$ cat src/rtl/gpio_port_pkg.sv
package gpio_port_pkg;
    localparam int PORT_W = 6;
    localparam int ADDR_W = 3;
    localparam int DATA_W = 8;

    typedef enum logic [2:0] {
        SEL_DATA = 3'd0,
        SEL_DIR  = 3'd1,
        SEL_PULL = 3'd2,
        SEL_SLEW = 3'd3,
        SEL_NONE = 3'd7
    } reg_sel_e;

    function automatic reg_sel_e decode_offset(input logic [ADDR_W-1:0] a);
        reg_sel_e s;
        unique case (a)
            3'd0:    s = SEL_DATA;
            3'd1:    s = SEL_DIR;
            3'd2:    s = SEL_PULL;
            3'd3:    s = SEL_SLEW;
            default: s = SEL_NONE;
        endcase
        return s;
    endfunction
endpackage

$ cat src/rtl/gpio_in_sync.sv
module gpio_in_sync #(
    parameter int W      = 6,
    parameter int STAGES = 2
) (
    input  logic         clk,
    input  logic         rst_n,
    input  logic [W-1:0] raw_in,
    output logic [W-1:0] sync_out
);
    logic [W-1:0] stage_q [STAGES];

    genvar g;
    generate
        for (g = 0; g < STAGES; g++) begin : g_stage
            always_ff @(posedge clk or negedge rst_n) begin
                if (!rst_n)     stage_q[g] <= '0;
                else if (g == 0) stage_q[g] <= raw_in;
                else            stage_q[g] <= stage_q[(g == 0) ? 0 : g-1];
            end
        end
    endgenerate

    assign sync_out = stage_q[STAGES-1];
endmodule

$ cat src/rtl/gpio_reg_bank.sv
module gpio_reg_bank
    import gpio_port_pkg::*;
#(
    parameter int             W        = PORT_W,
    parameter logic [W-1:0]   DIR_MASK = 6'b110011
) (
    input  logic         clk,
    input  logic         rst_n,
    input  reg_sel_e     wr_sel,
    input  logic         wr_en,
    input  logic [W-1:0] wr_bits,
    output logic [W-1:0] data_q,
    output logic [W-1:0] dir_q,
    output logic [W-1:0] pull_q,
    output logic [W-1:0] slew_q
);
    always_ff @(posedge clk or negedge rst_n) begin
        if (!rst_n) begin
            data_q <= '0;
            pull_q <= '0;
            slew_q <= '0;
        end else if (wr_en) begin
            unique case (wr_sel)
                SEL_DATA: data_q <= wr_bits;
                SEL_PULL: pull_q <= wr_bits;
                SEL_SLEW: slew_q <= wr_bits;
                default:  ;
            endcase
        end
    end

    genvar b;
    generate
        for (b = 0; b < W; b++) begin : g_dir
            if (DIR_MASK[b]) begin : g_ctl
                always_ff @(posedge clk or negedge rst_n) begin
                    if (!rst_n)                          dir_q[b] <= 1'b0;
                    else if (wr_en && wr_sel == SEL_DIR) dir_q[b] <= wr_bits[b];
                end
            end else begin : g_fixed
                assign dir_q[b] = 1'b0;
            end
        end
    endgenerate
endmodule

$ cat src/rtl/gpio_pin_drive.sv
module gpio_pin_drive #(
    parameter int W = 6
) (
    input  logic [W-1:0] data_q,
    input  logic [W-1:0] dir_q,
    input  logic [W-1:0] pull_q,
    input  logic [W-1:0] slew_q,
    input  logic [W-1:0] perif_en,
    input  logic [W-1:0] perif_val,
    output logic [W-1:0] pad_oe,
    output logic [W-1:0] pad_out,
    output logic [W-1:0] pad_pull_en,
    output logic [W-1:0] pad_slew_en
);
    genvar b;
    generate
        for (b = 0; b < W; b++) begin : g_pin
            always_comb begin
                if (perif_en[b]) begin
                    pad_oe[b]  = 1'b1;
                    pad_out[b] = perif_val[b];
                end else begin
                    pad_oe[b]  = dir_q[b];
                    pad_out[b] = dir_q[b] & data_q[b];
                end
                pad_pull_en[b] = pull_q[b] & ~pad_oe[b];
                pad_slew_en[b] = slew_q[b];
            end
        end
    endgenerate
endmodule

$ cat src/rtl/gpio_read_mux.sv
module gpio_read_mux
    import gpio_port_pkg::*;
#(
    parameter int W  = PORT_W,
    parameter int DW = DATA_W
) (
    input  reg_sel_e      rd_sel,
    input  logic [W-1:0]  data_q,
    input  logic [W-1:0]  dir_q,
    input  logic [W-1:0]  pull_q,
    input  logic [W-1:0]  slew_q,
    input  logic [W-1:0]  pin_sync,
    output logic [DW-1:0] rdata
);
    logic [W-1:0] data_view;

    always_comb begin
        data_view = (dir_q & data_q) | (~dir_q & pin_sync);
        rdata     = '0;
        unique case (rd_sel)
            SEL_DATA: rdata[W-1:0] = data_view;
            SEL_DIR:  rdata[W-1:0] = dir_q;
            SEL_PULL: rdata[W-1:0] = pull_q;
            SEL_SLEW: rdata[W-1:0] = slew_q;
            default:  rdata        = '0;
        endcase
    end
endmodule

$ cat src/rtl/gpio_port_ctrl.sv
module gpio_port_ctrl
    import gpio_port_pkg::*;
#(
    parameter logic [PORT_W-1:0] DIR_MASK = 6'b110011
) (
    input  logic              clk,
    input  logic              rst_n,
    input  logic [ADDR_W-1:0] bus_addr,
    input  logic              bus_wr,
    input  logic [DATA_W-1:0] bus_wdata,
    output logic [DATA_W-1:0] bus_rdata,
    input  logic [PORT_W-1:0] pin_in,
    input  logic [PORT_W-1:0] perif_en,
    input  logic [PORT_W-1:0] perif_val,
    output logic [PORT_W-1:0] pad_oe,
    output logic [PORT_W-1:0] pad_out,
    output logic [PORT_W-1:0] pad_pull_en,
    output logic [PORT_W-1:0] pad_slew_en
);
    reg_sel_e          sel;
    logic [PORT_W-1:0] data_q, dir_q, pull_q, slew_q, pin_sync;
    logic              unused_hi;

    assign sel       = decode_offset(bus_addr);
    assign unused_hi = ^bus_wdata[DATA_W-1:PORT_W];

    gpio_in_sync #(.W(PORT_W), .STAGES(2)) u_sync (
        .clk(clk), .rst_n(rst_n), .raw_in(pin_in), .sync_out(pin_sync)
    );

    gpio_reg_bank #(.W(PORT_W), .DIR_MASK(DIR_MASK)) u_regs (
        .clk(clk), .rst_n(rst_n), .wr_sel(sel), .wr_en(bus_wr),
        .wr_bits(bus_wdata[PORT_W-1:0]),
        .data_q(data_q), .dir_q(dir_q), .pull_q(pull_q), .slew_q(slew_q)
    );

    gpio_pin_drive #(.W(PORT_W)) u_drive (
        .data_q(data_q), .dir_q(dir_q), .pull_q(pull_q), .slew_q(slew_q),
        .perif_en(perif_en), .perif_val(perif_val),
        .pad_oe(pad_oe), .pad_out(pad_out),
        .pad_pull_en(pad_pull_en), .pad_slew_en(pad_slew_en)
    );

    gpio_read_mux #(.W(PORT_W), .DW(DATA_W)) u_rmux (
        .rd_sel(sel), .data_q(data_q), .dir_q(dir_q), .pull_q(pull_q),
        .slew_q(slew_q), .pin_sync(pin_sync), .rdata(bus_rdata)
    );
endmodule

$ cat config.mk
export PLATFORM = sky130hd
export DESIGN_NAME = gpio_port_ctrl
export DESIGN_NICKNAME = d
export VERILOG_FILES = /design/src/rtl/gpio_port_pkg.sv /design/src/rtl/gpio_in_sync.sv /design/src/rtl/gpio_reg_bank.sv /design/src/rtl/gpio_pin_drive.sv /design/src/rtl/gpio_read_mux.sv /design/src/rtl/gpio_port_ctrl.sv
export SDC_FILE = /design/constraint.sdc
export NUM_CORES = 1
export LEC_CHECK = 0
export BUFFER_PORTS_ARGS = -buffer_cell sky130_fd_sc_hd__clkbuf_2
export CELL_PAD_IN_SITES_DETAIL_PLACEMENT = 1
export CELL_PAD_IN_SITES_GLOBAL_PLACEMENT = 2
export CORE_MARGIN = 2
export CORE_UTILIZATION = 30
export CTS_CLUSTER_DIAMETER = 40
export DETAILED_ROUTE_END_ITERATION = 8
export PLACE_DENSITY = 0.88
export REMOVE_ABC_BUFFERS = 1
export SYNTH_ARGS = -nofsm -noshare
export SYNTH_HDL_FRONTEND = slang
export SYNTH_HIERARCHICAL = 1
export SYNTH_SLANG_ARGS = --single-unit
$ cat constraint.sdc
create_clock -name clk -period 1.9 [get_ports clk]
set_clock_uncertainty 0.05 [all_clocks]
set_input_delay 0.38 -clock clk [delete_from_list [all_inputs] [get_ports clk]]
set_output_delay 0.38 -clock clk [all_outputs]
set_load 0.01 [all_outputs]
# == Word-level counts from Yosys, hierarchy flattened ==
# Index checks and enable logic that the tools add are counted.
# totals
in_bits,32
reg_bits,34
elab_cells,55
out_inout_bits,32
# classes
bitwise,20
n_reduce_logical,6
n_eq_ne,6
n_mux,14
# op_table
operator,n
$pmux 6 s4,1
$and 6x6->6,2
$eq 3x2->1 const B,4
$mux 1,12
$pmux 3 s4,1
$and 1x1->1,10
$eq 3x1->1 const B,2
$logic_not 3->1,2
$not 1->1,6
$not 6->6,1
$or 6x6->6,1
$reduce_and 2->1,3
$logic_and 1x1->1,1

# == Longest topological paths before layout ==
# depth
ltp_word,4
depth_mapped,6
depth_no_buf,4

# == Cells and area by module ==
# The synthesis kept the hierarchy.
# modules_own_cells
mod,area_per_inst_um2,n_inst,cells_each
gpio_reg_bank,877.1,1,52
gpio_in_sync,345.3,1,18
gpio_read_mux,282.8,1,36
gpio_pin_drive,232.7,1,42
gpio_port_ctrl,16.3,1,3

# == Worst setup path after synthesis ==
# No wires, ideal clock.
# synth_path
kind,input to output
from,input bus_addr[2]
to,output bus_rdata[1]
arrival_ns,1.475
setup_slack_ns,-0.005
path_stages,6
n_path_buf,2
required_ns,1.470
cell_sequence,or2_1 buf_6 buf_12 nor2_2 a211oi_1 a211oi_1
# synth_via
elab_chain_cells,4
word_cells_on_any_way,10
cone_classes,eq/ne (6); mux (2); reduce/logical (2)
# synth_rtl
item,line,text
from (decl),gpio_port_ctrl.sv:8,"input logic [ADDR_W-1:0] bus_addr,"
"$eq 3x2->1, or another cell as far along",gpio_port_pkg.sv:16,unique case (a)
$pmux 3 s4 *,gpio_port_pkg.sv:16,
"$eq 3x2->1, or another cell as far along",gpio_read_mux.sv:20,unique case (rd_sel)
$pmux 6 s4 *,gpio_read_mux.sv:20,
to (decl),gpio_port_ctrl.sv:11,"output logic [DATA_W-1:0] bus_rdata,"
# Mark *: on every way between the ends. The rest lies on a longest branch, timed or not.

# == Final worst setup path ==
# layout_path
from,input bus_addr[2]
to,output bus_rdata[1]
# layout_via
elab_chain_cells,4
word_cells_on_any_way,10
cone_classes,eq/ne (6); mux (2); reduce/logical (2)
# layout_rtl
item,line,text
"$eq 3x2->1, or another cell as far along",gpio_port_pkg.sv:16,
$pmux 3 s4 *,gpio_port_pkg.sv:16,
named net sel[0],gpio_port_ctrl.sv:20,reg_sel_e sel;
"$eq 3x2->1, or another cell as far along",gpio_read_mux.sv:20,
$pmux 6 s4 *,gpio_read_mux.sv:20,
# The timed path passes the listed nets; every way through them passes the cells marked *.

==> flow_summary.json <==
{
  "postRouteAntennaNets": 0,
  "firstDrtPassIters": 3,
  "start_util_pct": 31.5,
  "leakagePower_uw": 0.00111,
  "rows": 27,
  "synth_area_mm2": 0.00175,
  "tns_ns": 0,
  "critPathBufInv": 3,
  "num-nets-final": 250,
  "antenna_cells": 0,
  "cts_tree": "done",
  "fin_ws_ns": 0.0264,
  "grt_busiest_layer": "met2",
  "start_kind": "input port",
  "cts_num_sinks": 34,
  "grt_pass1_vias": 1373,
  "grt_first_pass_wirelength_mm": 6.35,
  "htreeDepth": 2,
  "crit_chain": "buf_8 > or2_4 > buf_8 > o21a_1 > a211oi_2 > a211oi_1 > clkbuf_2",
  "io_buffers": 59,
  "met1_usage_pct": 13.9,
  "synth.area.top_cells": "dfrtp_1 (49%), mux2_2 (14%), buf_4 (6.8%), a211oi_1 (5.1%), nor2_2 (3.6%)",
  "syn_to_final_growth_pct": 30.6,
  "vias": 1308,
  "final_area_mm2": 0.00229,
  "synth_seq_cells": 34,
  "status": "completed",
  "worstPathArrival_ns": 1.44,
  "via_per_inst": 4.49,
  "min_period_ns": 1.87,
  "yosys_warnings": 6,
  "crit_path_max_incr_delay_ns": 0.25,
  "clk_pin_slew_ns": 0.06,
  "cts_buffers": 5,
  "die_width_um": 80.5,
  "routedWlPerCell_um": 13.4,
  "rsz0062_at_grt": "yes",
  "crit_type": "in -> out",
  "drv_cap": 0,
  "crit_path_frequent_cell": "buf_8",
  "die-area_mm2": 0.00647,
  "hold_viol": 0,
  "grt_usage_pct": 13.1,
  "fin_crit_sh_pct": 98.6,
  "finalSetupViolations": 0,
  "layout-drive-gt1-share_pct": 61.6,
  "pre_cts_ws_ns": -0.161,
  "cp_max_fo": 9,
  "power_density_mw_per_mm2": 861,
  "synthDistinctLibCells": 22,
  "grtUsageMet2_pct": 23.5,
  "grt_max_degree": 16,
  "core_region_area_mm2": 0.00557,
  "peakVddDrop_mv": 0.401,
  "clock_path_buffers": 2,
  "maxSlewViolCount": 0,
  "hold_path.class": "in -> reg",
  "crit_path_top_delay_cell": "or2_4",
  "cp_top_family": "compound AO/OA/AOI/OAI gates",
  "yosysSeqAreaShare_pct": 48.5,
  "wl_mm": 3.91,
  "io-pin-count": 64,
  "syn_area_per_cell_um2": 11.6,
  "dpl_cell_area_mm2": 0.00212,
  "cts-root-buf": "clkbuf_8",
  "drc": 0,
  "dp_hpwl_mm": 3.18,
  "fmax_ghz": 0.534,
  "synth_top_area_cell": "dfrtp_1",
  "grt_overflow_total": 0,
  "synth_top_area_share_pct": 48.5,
  "use_met3_pct": 3.93,
  "insertion_delay_ns": 0.29,
  "syn-instance-count": 151,
  "cp-end-kind": "output pin",
  "fin_util_pct": 41.1,
  "grt_antenna_before_repair": 0,
  "dieHeight_um": 80.5,
  "place.gp.congestion": 0.751,
  "drtIter0Drc": 14,
  "crit_required_ns": 1.47
}
[sequential cells by signal, indices dropped and copies added (netlist names)]
name and cells:
u_sync/sync_out 6, u_sync/stage_q 6, u_regs/slew_q 6, u_regs/dir_q 4, u_regs/data_q 6, u_regs/pull_q 6
[layer usage]
metal / share of wire [%] / wire length [um]
met1: 39 / 1530
met2: 52 / 2040
met3: 6.4 / 250
met4: 2.2 / 87
met5: 0 / 0
[cell type report]
type | instances | area, um^2
clock buffers | 7 | 86.3
clock inverters | 1 | 5.00
fillers | 646 | 3280
inverters | 6 | 22.5
multi-input cells | 92 | 767
flip-flops and latches | 34 | 851
well taps | 72 | 90.1
repair buffers | 79 | 469
[cells by family after synthesis]
kind of cell / Yosys count / share of synthesized area [%]
muxes: 28 / 17.5
DFF: 34 / 48.5
buffers and inverters: 27 / 10.7
AOI/OAI and AO/OA: 24 / 9.42
other: 2 / 0.428
and+or+nand+nor: 36 / 13.4
[cells in the mapped netlist (all sizes together)]
| master | number |
|---|---|
| clkbuf | 1 |
| nor4b | 1 |
| o21a | 6 |
| nor4bb | 1 |
| inv | 6 |
| mux2 | 22 |
| nand4b | 1 |
| nand2 | 12 |
| buf | 20 |
| or2 | 8 |
| nor2 | 12 |
| o21ai | 6 |
| dfrtp | 34 |
| a211oi | 12 |
| and4bb | 1 |
| conb | 2 |
| mux2i | 6 |
[final timing paths]
check / start / endpoint / slack, ns / cells past startpoint
worst max-delay path: bus_addr[2] / bus_rdata[1] / 0.03 / 7
worst min-delay path: pin_in[3] / u_sync/stage_q[9]$_DFF_PN0_ / 0.15 / 1
worst max register to register: u_regs/dir_q[1]$_DFFE_PN0P_ / u_regs/dir_q[1]$_DFFE_PN0P_ / 1.03 / 1
worst min register to register: u_sync/stage_q[8]$_DFF_PN0_ / u_sync/sync_out[2]$_DFF_PN0_ / 0.30 / 0
max in group asynchronous: rst_n / u_regs/pull_q[3]$_DFFE_PN0P_ / 1.00 / 3
min in group asynchronous: rst_n / u_sync/stage_q[8]$_DFF_PN0_ / 0.39 / 2
[cells in the final DEF (no fill, tap or decap), types with 2 or more instances in the layout]
cell	count
clkbuf_2	56
dfrtp_1	34
mux2_2	22
buf_4	17
nand2_1	12
nor2_2	11
or2_4	8
clkbuf_8	6
inv_1	6
o21ai_0	6
mux2i_1	6
o21a_1	6
a211oi_2	6
a211oi_1	6
conb_1	4
buf_8	2
buf_2	2
[metrics by stage]
stage               instances  power, uW  hold WS [ns]
floorplan                 132       1210        0.0344
global placement          280       1410         0.159
detailed placement        280       1430         0.160
CTS                       290       2010         0.131
global route              291       2100         0.130
finish                    291       1970         0.145
[power by group]
| part | leakage (uW) | total, uW | switching (uW) | internal, uW |
|---|---|---|---|---|
| sequential | 0.000408 | 943 | 102 | 841 |
| clock | 0.0000482 | 534 | 242 | 292 |
| combinational | 0.000657 | 496 | 228 | 268 |
[repair_timing]
item,4_1_cts,5_1_grt
hold buffers,1,0
gates resized for setup,12,6
pin swaps,9,3
endpoints found under the hold margin,4,0
endpoints found under the setup margin,6,6
setup buffers,1,1
No activity file was read; power rests on OpenSTA's default activity.
